===== src/rtl/sync_serial_port.sv =====
module sync_serial_port #(
  parameter int W = 8
) (
  input  logic         clk,
  input  logic         rst_n,
  input  logic         wr_en,
  input  logic         rd_en,
  input  logic [1:0]   addr,
  input  logic [W-1:0] wdata,
  output logic [W-1:0] rdata,
  input  logic         sclk_in,
  output logic         sclk_out,
  input  logic         sdi,
  output logic         sdo,
  output logic         irq_tx,
  output logic         irq_done
);
  localparam int CW = $clog2(W + 1);
  localparam int RW = $clog2(W);

  logic [4:0]    ctrl;
  logic [W-1:0]  tbuf, sh, rsh, rbuf, div, cnt;
  logic          empty, done, full, ovr, busy, sclk_int, sdo_r;
  logic [CW-1:0] txcnt;
  logic [RW-1:0] rcnt;
  logic [2:0]    sync;

  wire tx_en  = ctrl[0];
  wire rx_en  = ctrl[1];
  wire ext    = ctrl[2];
  wire wr_dat = wr_en && addr == 2'd2;
  wire wr_st  = wr_en && addr == 2'd1;
  wire rd_dat = rd_en && addr == 2'd2;

  wire expire    = busy && !ext && cnt == div;
  wire ext_fall  = ext && sync[2] && !sync[1];
  wire ext_rise  = ext && !sync[2] && sync[1];
  wire tick_fall = (expire && sclk_int) || ext_fall;
  wire tick_rise = (expire && !sclk_int) || ext_rise;
  wire last      = txcnt == CW'(W);
  wire reload    = !empty && tx_en;
  wire rx_last   = tick_rise && rx_en && rcnt == RW'(W - 1);
  wire [W-1:0] rsh_nx = {sdi, rsh[W-1:1]};

  assign sclk_out = ext ? 1'b1 : sclk_int;
  assign sdo      = sdo_r;
  assign irq_tx   = empty && ctrl[3];
  assign irq_done = done && ctrl[4] && !ctrl[3];

  always_comb begin
    case (addr)
      2'd0:    rdata = W'(ctrl);
      2'd1:    rdata = W'({ovr, full, done, empty});
      2'd2:    rdata = rbuf;
      default: rdata = div;
    endcase
  end

  always_ff @(posedge clk or negedge rst_n) begin
    if (!rst_n) sync <= 3'b111;
    else        sync <= {sync[1:0], sclk_in};
  end

  always_ff @(posedge clk or negedge rst_n) begin
    if (!rst_n) begin
      ctrl <= '0;
      div  <= '0;
    end else if (wr_en) begin
      if (addr == 2'd0) ctrl <= wdata[4:0];
      if (addr == 2'd3) div  <= wdata;
    end
  end

  always_ff @(posedge clk or negedge rst_n) begin
    if (!rst_n) begin
      cnt <= '0;
    end else if (!busy || cnt == div) begin
      cnt <= '0;
    end else begin
      cnt <= cnt + 1'b1;
    end
  end

  always_ff @(posedge clk or negedge rst_n) begin
    if (!rst_n) begin
      tbuf <= '0; sh <= '0; txcnt <= '0;
      empty <= 1'b1; done <= 1'b0; busy <= 1'b0;
      sclk_int <= 1'b1; sdo_r <= 1'b0;
    end else begin
      if (wr_st && wdata[1]) done <= 1'b0;
      if (!busy && reload) begin
        busy <= 1'b1; sh <= tbuf; txcnt <= '0;
        empty <= 1'b1; done <= 1'b0; sclk_int <= 1'b1;
      end else if (busy && tick_fall) begin
        if (!last) begin
          sdo_r <= sh[0]; sh <= sh >> 1; txcnt <= txcnt + 1'b1;
          sclk_int <= ext ? 1'b1 : 1'b0;
        end else if (reload) begin
          sdo_r <= tbuf[0]; sh <= tbuf >> 1; txcnt <= CW'(1);
          empty <= 1'b1; sclk_int <= ext ? 1'b1 : 1'b0;
        end else begin
          busy <= 1'b0; done <= 1'b1; sclk_int <= 1'b1;
        end
      end else if (busy && tick_rise && !ext) begin
        sclk_int <= 1'b1;
      end
      if (wr_dat) begin
        tbuf <= wdata; empty <= 1'b0;
      end
    end
  end

  always_ff @(posedge clk or negedge rst_n) begin
    if (!rst_n) begin
      rsh <= '0; rbuf <= '0; rcnt <= '0; full <= 1'b0; ovr <= 1'b0;
    end else begin
      if (wr_st && wdata[3]) ovr <= 1'b0;
      if (rd_dat) full <= 1'b0;
      if (!rx_en) begin
        rcnt <= '0;
      end else if (tick_rise) begin
        if (rx_last) begin
          rbuf <= rsh_nx; full <= 1'b1; rcnt <= '0;
          if (full && !rd_dat) ovr <= 1'b1;
        end else begin
          rsh <= rsh_nx; rcnt <= rcnt + 1'b1;
        end
      end
    end
  end

  assert_idle_high_R3: assert property (@(posedge clk) disable iff (!rst_n)
    !busy |-> sclk_int);
  assert_bitcount_R3: assert property (@(posedge clk) disable iff (!rst_n)
    txcnt <= CW'(W));
  assert_write_clears_empty_R5: assert property (@(posedge clk) disable iff (!rst_n)
    wr_dat |=> !empty);
  assert_done_on_fall_R7: assert property (@(posedge clk) disable iff (!rst_n)
    $rose(done) |-> $past(tick_fall));
  assert_read_clears_full_R11: assert property (@(posedge clk) disable iff (!rst_n)
    (rd_dat && !rx_last) |=> !full);
  assert_int_ignores_pin_R10: assert property (@(posedge clk) disable iff (!rst_n)
    (!ext && !busy) |=> $stable(rcnt));
endmodule


===== config.mk =====
export PLATFORM = sky130hd
export DESIGN_NAME = sync_serial_port
export DESIGN_NICKNAME = d
export VERILOG_FILES = /design/src/rtl/sync_serial_port.sv
export SDC_FILE = /design/constraint.sdc
export NUM_CORES = 1
export LEC_CHECK = 0
export BUFFER_PORTS_ARGS = -buffer_cell sky130_fd_sc_hd__buf_4
export CORE_MARGIN = 1
export CORE_UTILIZATION = 60
export DETAILED_ROUTE_END_ITERATION = 10
export PLACE_DENSITY = 0.86
export SLEW_MARGIN = 20
export SYNTH_ARGS = -nofsm -noshare
export SYNTH_HDL_FRONTEND = slang
export SYNTH_SLANG_ARGS = --single-unit

===== constraint.sdc =====
create_clock -name clk -period 4.5 [get_ports clk]
set_input_delay 0.9 -clock clk [delete_from_list [all_inputs] [get_ports clk]]
set_output_delay 0.9 -clock clk [all_outputs]
set_load 0.01 [all_outputs]

# Yosys cells after proc, flatten, opt, wreduce, memory -nomap -nowiden
# Index checks and enable logic that the tools add are counted.
# totals
mem_bits_rw	0
mem_bits_ro	0
in_bits	16
ff_bits	70
n_memories	0
latch_bits	0
# classes
multipliers	0
n_addsub	3
shifts	0
mux	45
n_reduce_logical	50
magnitude_cmp	0
bitwise_logic	2
div_mod_pow	0
n_eq_ne	10
# op_table
operator	n
2-to-1 mux 8 bit	5
2-to-1 mux 1 bit	32
logical AND 1 bit	24
one-hot mux 8 bit (3 select lines)	1
2-to-1 mux 4 bit	4
AND reduction 3 bit	5
nonzero test 3 bit	4
2-to-1 mux 3 bit	3
adder 8 x 1 -> 8 bit (second input constant)	1
equality test 8 bit	1
logical NOT 1 bit	8
!= test 2 x 1 -> 1 bit (second input constant)	3
AND reduction 2 bit	3
adder 4 x 1 -> 4 bit (second input constant)	1
equality test 2 bit (second input constant)	2
equality test 4 bit (second input constant)	1
nonzero test 2 bit	2
adder 3 x 1 -> 3 bit (second input constant)	1
equality test 3 bit (second input constant)	1
logical OR 1 bit	3
!= test 3 x 1 -> 1 bit (second input constant)	1
equality test 2 x 1 -> 1 bit (second input constant)	1
logical NOT 2 bit	1
NOT 1 bit	2

# Logic depth before layout (Yosys ltp)
# Gate-level depths: netlist of the first run.
# depth
ltp_word	10
depth_mapped	9
depth_no_buf	7

# Worst setup path before layout of the first run
# OpenSTA, ideal clock, no wires.
# synth_path
path_type	input-to-output
from	input port addr[1]
to	output port rdata[0]
arrival_time_ns	1.757
slack_ns	1.843
required_time_ns	3.600
path_stages	3
path_cell_list	clkbuf_1 -> clkbuf_1 -> mux4_2
# synth_between
elab_chain_len	2
word_cells_on_any_way	4
classes_between	eq/ne: 2; mux: 1; reduce/logical: 1
# synth_rtl
element	line_no	text
from (decl)	8	input logic [1:0] addr,
equality test 2 bit (tied with other cells)	51	case (addr)
one-hot mux 8 bit (3 select lines) (*)	51	
to (decl)	10	output logic [W-1:0] rdata,
# Every way passes the cells marked *; elsewhere a longest branch is shown, timed or not.

# Worst setup path in the final report of the first run
# layout_path
from	input port addr[0]
to	output port rdata[4]
# Same word-level chain as after synthesis.

==> results.sh, run 1 <==
export IMPL_final_instance_count_excl_fillers=376
export IMPL_timing_max_slew_rel_slack_pct=38.9
export IMPL_first_iter_violations=110
export IMPL_synth_ff_type="sky130_fd_sc_hd__dfrtp_1"
export IMPL_finish_instance_area_um2=3750
export IMPL_data_arrival_at_the_endpoint_of_the_critical_path_ns=1.83
export IMPL_clkSinkCount=69
export IMPL_maxSlewViolCount=0
export IMPL_overflow=0
export IMPL_setup_total_negative_slack_ns=0
export IMPL_core_rowCount=26
export IMPL_start_kind="input pin"
export IMPL_first_global_vias=2328
export IMPL_fillCellCount=378
export IMPL_vdd_drop_max_mv=0.327
export IMPL_ff2ff_path_depth=6
export IMPL_status="complete, no violations"
export IMPL_die_w_um=76.4
export IMPL_tritoncts="yes"
export IMPL_cp_max_fo=15
export IMPL_number_of_antenna_violations_at_the_first_check_in_global_routing=0
export IMPL_start_util_pct=63.8
export IMPL_vias=2236
export IMPL_post_synth_instance_area_um2=3320
export IMPL_dpl_cell_count=360
export IMPL_nNetsFinal=322
export IMPL_async_reset_ff_share_pct=100
export IMPL_period_minus_slack_ns=2.73
export IMPL_wl_um=6440
export IMPL_final_critical_path_share_of_the_clock_period_pct=60.7
export IMPL_crit_reg2reg_capture="txcnt[1]$_DFFE_PN0P_"
export IMPL_synth_edff_count=0
export IMPL_timing_worst_setup_path_type="input pin to primary output"
export IMPL_post_cts_repair_setup_buffers=0
export IMPL_power_leakage_nw=1.73
export IMPL_synthToLayoutAreaGrowth_pct=12.9
export IMPL_holdBufCountCts=0
export IMPL_top_level_i_o_count=28
export IMPL_reg2reg_from="cnt[5]$_DFF_PN0_"
export IMPL_cp_end_kind="primary output"
export IMPL_finalWeightedCongestion=0.875
export IMPL_max_cap_viol_count=0
export IMPL_setup_violations_final=0
export IMPL_syn_area_per_cell_um2=12.1
export IMPL_grt_start_max_net_pins=70
export IMPL_cts_root_buffer_cell="sky130_fd_sc_hd__clkbuf_8"
export IMPL_crit_path_end="rdata[4]"
export IMPL_io_buffer_count=27
export IMPL_dieArea_um2=5830
export IMPL_antennaDiodeCount=0
export IMPL_postSynthRegisterBits=69
export IMPL_grt_first_pass_wirelength_um=11100
export IMPL_worst_clock_skew_ns=0.00572
export IMPL_ctsHtreeMaxLevel=3
export IMPL_powerDensity_nw_per_um2=492
export IMPL_timing_worst_slew_pin_value_ns=0.913
export IMPL_post_syn_nets=296
export IMPL_synth_yosys_seq_area_share_pct=52.2
export IMPL_yosys_cell_types_count=45
export IMPL_gr_usage_all_layers_pct=25.0
export IMPL_clk_latency_ns=0.34
export IMPL_detail_route_first_pass_iterations=4
export IMPL_core_region_area_um2=5200
export IMPL_setup_reg_to_reg_worst_slack_ns=2.23
export IMPL_post_cts_resize_count=0
export IMPL_setup_repair_after_global_routing_missed_its_margin="false"
export IMPL_vias_per_cell=5.95
export IMPL_clock_slew_seen_by_the_registers_of_the_worst_setup_and_hold_paths_ns=0.07
export IMPL_drt_drc_violations_left=0
export IMPL_worst_hold_path_type="flop to flop"
export IMPL_finalHoldViolations=0
export IMPL_cp_startpoint="addr[0]"
export IMPL_post_drt_wl_per_cell_um=17.1
export IMPL_postPlaceCellArea_um2=3550
export IMPL_syn_inst=275
export IMPL_fp_dieH_um=76.4
export IMPL_hpwl_after_dpl_um=4420
export IMPL_achievable_frequency_mhz=366
export IMPL_route_antenna_remaining_nets=0
export IMPL_tritoncts_num_buffers=9
export IMPL_critical_path_required_ns=3.60
export IMPL_final_layout_size_suffix_gt1_share_pct=33.7
export IMPL_yosys_warnings=0
export IMPL_clk_path_buf_depth=2
-- layout make-up --
class / count / area, um^2 / share of cell area [%]
Timing Repair Buffer: 27 / 203 / 5.41
Sequential cell: 69 / 1730 / 46.2
Clock inverter: 4 / 47.5 / 1.27
Multi-Input combinational cell: 187 / 1510 / 40.2
Tap cell: 70 / 87.6 / 2.34
Clock buffer: 12 / 145 / 3.87
Inverter: 7 / 26.3 / 0.701
-- report_power, final --
part           switching, mW  total [mW]  internal, mW
combinational          0.194       0.429         0.235
sequential             0.148       0.916         0.768
clock                  0.227       0.497         0.270
-- cell usage in the layout (no fill, tap or decap), types with 7 or more instances in the layout --
cell and n:
sky130_fd_sc_hd__nand3_1 9, sky130_fd_sc_hd__o21ai_0 18, sky130_fd_sc_hd__mux2_2 45, sky130_fd_sc_hd__nand2_1 22
sky130_fd_sc_hd__dfrtp_1 64, sky130_fd_sc_hd__inv_1 7, sky130_fd_sc_hd__nor2_1 17, sky130_fd_sc_hd__buf_4 27
sky130_fd_sc_hd__mux2i_1 9, sky130_fd_sc_hd__xnor2_1 9, sky130_fd_sc_hd__clkbuf_8 10
-- metrics by stage --
step           power [mW]  worst slack (ns)  util (%)  hold slack [ns]
4_1_cts              1.85              1.77      72.0            0.360
2_1_floorplan        1.21              1.84         -            0.345
3_3_place_gp         1.31              1.79      68.3            0.352
5_1_grt              1.95              1.73      72.0            0.365
3_5_place_dp         1.35              1.77      68.3            0.349
6_report             1.84              1.77      72.0            0.359
-- layer usage --
layer	share of wire, %	vias to the layer above	routed length [um]	GRT usage [%]
met5	0	-	0	0
met4	2.5	0	164	12.1
met3	4.5	18	292	4.55
met2	48	64	3110	41.0
met1	45	1127	2870	32.0
li1	-	1027	-	-
-- registers in the layout, indices dropped and copies added, names as in the netlist --
signal,count
sync,3
sclk_int,1
cnt,8
rbuf,8
sh,8
done,1
div,8
rcnt,3
full,1
busy,1
tbuf,8
ctrl,5
rsh,7
empty,1
sdo,1
txcnt,4
ovr,1
-- synthesized netlist by cell type, types with 4 or more instances --
library cell               instances  area share (%)
sky130_fd_sc_hd__nor2_1           17             1.9
sky130_fd_sc_hd__mux2_2           45              15
sky130_fd_sc_hd__nor2b_1           5            0.94
sky130_fd_sc_hd__o21ai_0          18             2.7
sky130_fd_sc_hd__xor2_1            5             1.3
sky130_fd_sc_hd__mux4_2            4             2.7
sky130_fd_sc_hd__mux2i_1           9             2.7
sky130_fd_sc_hd__inv_1             7            0.79
sky130_fd_sc_hd__dfstp_2           5             4.0
sky130_fd_sc_hd__nand2_1          22             2.5
sky130_fd_sc_hd__clkbuf_1          9             1.0
sky130_fd_sc_hd__nand3_1           9             1.4
sky130_fd_sc_hd__xnor2_1           9             2.4
sky130_fd_sc_hd__dfrtp_1          64              48
sky130_fd_sc_hd__ha_1              5             1.9
-- worst max-delay path, stage by stage --
cell                     delay, ns
sky130_fd_sc_hd__buf_4        0.20
sky130_fd_sc_hd__mux2_2       0.36
sky130_fd_sc_hd__a22o_1       0.22
sky130_fd_sc_hd__buf_4        0.14
-- worst min path at each step --
stage | slack (ns) | cells past startpoint | start | endpoint
after CTS | 0.36 | 0 | sync[0]$_DFF_PN1_ | sync[1]$_DFF_PN1_
after global routing | 0.36 | 0 | sync[0]$_DFF_PN1_ | sync[1]$_DFF_PN1_
after floorplan | 0.35 | 0 | sync[0]$_DFF_PN1_ | sync[1]$_DFF_PN1_
after global placement | 0.35 | 0 | sync[0]$_DFF_PN1_ | sync[1]$_DFF_PN1_
after detailed placement | 0.35 | 0 | sync[0]$_DFF_PN1_ | sync[1]$_DFF_PN1_
final | 0.36 | 0 | sync[0]$_DFF_PN1_ | sync[1]$_DFF_PN1_
-- logic make-up after synthesis --
family,share of synthesized area [%]
AND/OR/NAND/NOR,12.8
AO/OA/AOI/OAI,6.26
XOR/XNOR,3.69
flip-flops,52.2
multiplexers,20.7
adder cells (fa/ha/maj),1.88
buffers and inverters,2.45
No activity file was read; power rests on OpenSTA's default activity.
==> run 2: changes to the inputs <==
--- a/config.mk
+++ b/config.mk
@@ -7,9 +7,9 @@
 export LEC_CHECK = 0
 export BUFFER_PORTS_ARGS = -buffer_cell sky130_fd_sc_hd__buf_4
 export CORE_MARGIN = 1
-export CORE_UTILIZATION = 60
+export CORE_UTILIZATION = 53
 export DETAILED_ROUTE_END_ITERATION = 10
-export PLACE_DENSITY = 0.86
+export PLACE_DENSITY = 0.81
 export SLEW_MARGIN = 20
 export SYNTH_ARGS = -nofsm -noshare
 export SYNTH_HDL_FRONTEND = slang
==> constraint.sdc (replaced) <==
create_clock -name clk -period 2.3 [get_ports clk]
set_input_delay 0.46 -clock clk [delete_from_list [all_inputs] [get_ports clk]]
set_output_delay 0.46 -clock clk [all_outputs]
set_load 0.01 [all_outputs]
==> run 2 against run 1 <==
Against the previous run:
- first-iteration DRC count up 7.3%
- worst hold slack worse by 0.15 ns
- register-to-register slack got worse by 2.0 ns
- sequential cell count is the same
- wire length down 1.2%
- non-clock buffer count is 4 higher
- design area rose by 2.1%
- cell count rose by 2.4%
- via count down 2.2%
- worst setup slack got worse by 1.6 ns
- critical endpoint is now rsh[3]$_DFFE_PN0P_
==> results.sh, run 2 (synthesized netlist as in run 1, its figures left out) <==
export IMPL_status="complete, no violations"
export IMPL_tritoncts_num_buffers=9
export IMPL_vias=2186
export IMPL_detail_route_first_pass_iterations=4
export IMPL_fillCellCount=462
export IMPL_cts_root_buffer_cell="sky130_fd_sc_hd__clkbuf_8"
export IMPL_finish_instance_area_um2=3820
export IMPL_powerDensity_nw_per_um2=979
export IMPL_fp_dieH_um=81.1
export IMPL_die_w_um=81.1
export IMPL_tritoncts="yes"
export IMPL_core_utilization_of_the_finished_layout_pct=63.8
export IMPL_start_kind="flop"
export IMPL_maxSlewViolCount=0
export IMPL_power_net_switching_mw=1.12
export IMPL_dieArea_um2=6580
export IMPL_overflow=0
export IMPL_clock_power_share_pct=30.2
export IMPL_final_layout_size_suffix_gt1_share_pct=35.8
export IMPL_achievable_frequency_mhz=477
export IMPL_post_cts_repair_setup_buffers=0
export IMPL_nNetsFinal=326
export IMPL_synthToLayoutAreaGrowth_pct=15.2
export IMPL_cp_end_kind="flop"
export IMPL_path_buf_inv=0
export IMPL_grt_first_pass_wirelength_um=10600
export IMPL_antennaDiodeCount=0
export IMPL_number_of_antenna_violations_at_the_first_check_in_global_routing=0
export IMPL_timing_worst_setup_path_type="flop to flop"
export IMPL_mostFrequentLayoutCell="sky130_fd_sc_hd__dfrtp_1"
export IMPL_finalHoldViolations=0
export IMPL_netSwitchingFraction_pct=30.0
export IMPL_power_leakage_nw=1.78
export IMPL_clk_latency_ns=0.35
export IMPL_dpl_cell_count=369
export IMPL_setup_repair_after_global_routing_missed_its_margin="false"
export IMPL_ctsHtreeMaxLevel=3
export IMPL_grt_start_max_net_pins=70
export IMPL_vias_per_cell=5.68
export IMPL_timing_critical_path_slowest_stage_cell="sky130_fd_sc_hd__dfrtp_1"
export IMPL_period_minus_slack_ns=2.10
export IMPL_clock_slew_seen_by_the_registers_of_the_worst_setup_and_hold_paths_ns=0.08
export IMPL_post_drt_wl_per_cell_um=16.5
export IMPL_first_iter_violations=118
export IMPL_timing_max_slew_rel_slack_pct=44.2
export IMPL_first_global_vias=2247
export IMPL_critPathTopFamily="simple AND/OR/NAND/NOR gates"
export IMPL_postPlaceCellArea_um2=3590
export IMPL_hpwl_after_dpl_um=4390
export IMPL_top_level_i_o_count=28
export IMPL_data_arrival_at_the_endpoint_of_the_critical_path_ns=2.33
export IMPL_holdBufCountCts=0
export IMPL_gr_usage_all_layers_pct=22.4
export IMPL_max_cap_viol_count=0
export IMPL_setup_violations_final=0
export IMPL_core_rowCount=28
export IMPL_layout_cells_most_common_list="sky130_fd_sc_hd__dfrtp_1 (64), sky130_fd_sc_hd__mux2_2 (45), sky130_fd_sc_hd__buf_4 (31), sky130_fd_sc_hd__nand2_1 (22), sky130_fd_sc_hd__o21ai_0 (18)"
export IMPL_combinationalPowerShare_pct=22.2
export IMPL_timing_critical_path_cells="xnor2_1, nand4_1, nor3_2, a32o_2, nand3b_4, mux2_2"
export IMPL_fin_hold_ws_ns=0.209
export IMPL_finalWeightedCongestion=0.834
export IMPL_final_critical_path_share_of_the_clock_period_pct=91.2
export IMPL_io_buffer_count=27
export IMPL_core_region_area_um2=5990
export IMPL_cpPeakStageDelay_ns=0.42
export IMPL_setup_total_negative_slack_ns=0
export IMPL_clk_path_buf_depth=2
export IMPL_power_internal_mw=2.62
export IMPL_final_instance_count_excl_fillers=385
export IMPL_flop_pwr_share_pct=47.6
export IMPL_worst_hold_path_type="input pin to flop"
export IMPL_clkSinkCount=69
export IMPL_vdd_drop_max_mv=0.562
export IMPL_drt_drc_violations_left=0
export IMPL_wl_um=6360
export IMPL_worst_clock_skew_ns=0.00835
export IMPL_cp_max_fo=8
export IMPL_start_util_pct=55.4
export IMPL_timing_worst_slew_pin_value_ns=0.837
export IMPL_critical_path_required_ns=2.53
export IMPL_route_antenna_remaining_nets=0
run 2: cell count changes in the layout (fill, tap and decap cells not counted), sizes merged:
cell    change
inv         +2
clkinv      -1
bufinv      +1
buf         +4
clkbuf      -2
run 2: worst register-to-register path, delay by kind of cell (launching register included):
family                    cells  cell delay [ns]
and+or+nand+nor               3             0.70
muxes                         1             0.32
AOI/OAI and AO/OA             1             0.36
xor gates and xnor gates      1             0.18
DFF                           1             0.42
run 2: routing by layer:
layer / up-vias / part of all wire (%) / GRT usage, % / wire length, um
li1: 1035 / - / - / -
met1: 1097 / 46 / 28.2 / 2930
met2: 45 / 48 / 35.0 / 3060
met3: 9 / 4.7 / 8.54 / 299
met4: 0 / 1.1 / 8.21 / 70
met5: - / 0 / 0 / 0
run 2: worst paths after layout:
kind | from | end | slack [ns] | cells past startpoint
worst max register to register | cnt[5]$_DFF_PN0_ | rsh[3]$_DFFE_PN0P_ | 0.20 | 6
worst max-delay path | cnt[5]$_DFF_PN0_ | rsh[3]$_DFFE_PN0P_ | 0.20 | 6
worst min register to register | sync[0]$_DFF_PN1_ | sync[1]$_DFF_PN1_ | 0.37 | 0
min in group asynchronous | rst_n | ctrl[0]$_DFFE_PN0P_ | 0.22 | 1
worst min-delay path | sclk_in | sync[0]$_DFF_PN1_ | 0.21 | 1
max in group asynchronous | rst_n | rsh[3]$_DFFE_PN0P_ | 1.55 | 1
run 2: layout make-up:
type                       count  area [um^2]  share of cell area, %
clock buffer                  10          138                   3.60
clock inverter                 6         93.8                   2.45
multi-input combinational    187         1510                   39.4
sequential                    69         1730                   45.3
timing repair buffer          31          233                   6.08
inverter                       7         26.3                  0.687
tap                           75         93.8                   2.45
run 2: power groups by stage:
stage	Combinational, mW	Clock, mW	Sequential, mW
3_5_place_dp	0.832	0	1.80
4_1_cts	0.837	1.15	1.78
6_report	0.831	1.13	1.78
3_3_place_gp	0.800	0	1.78
2_1_floorplan	0.644	0	1.71
5_1_grt	0.941	1.21	1.82
run 2: timing repair:
item / in CTS / in global routing
resized for setup: 0 / 2
hold endpoints to repair: 0 / 0
endpoints found under the setup margin: 0 / 22
run 2: stage by stage:
| step | setup slack, ns | power (mW) |
|---|---|---|
| global placement | 0.203 | 2.58 |
| global route | 0.00265 | 3.98 |
| floorplan | 0.437 | 2.36 |
| CTS | 0.0885 | 3.77 |
| detailed placement | 0.103 | 2.63 |
| finish | 0.202 | 3.74 |
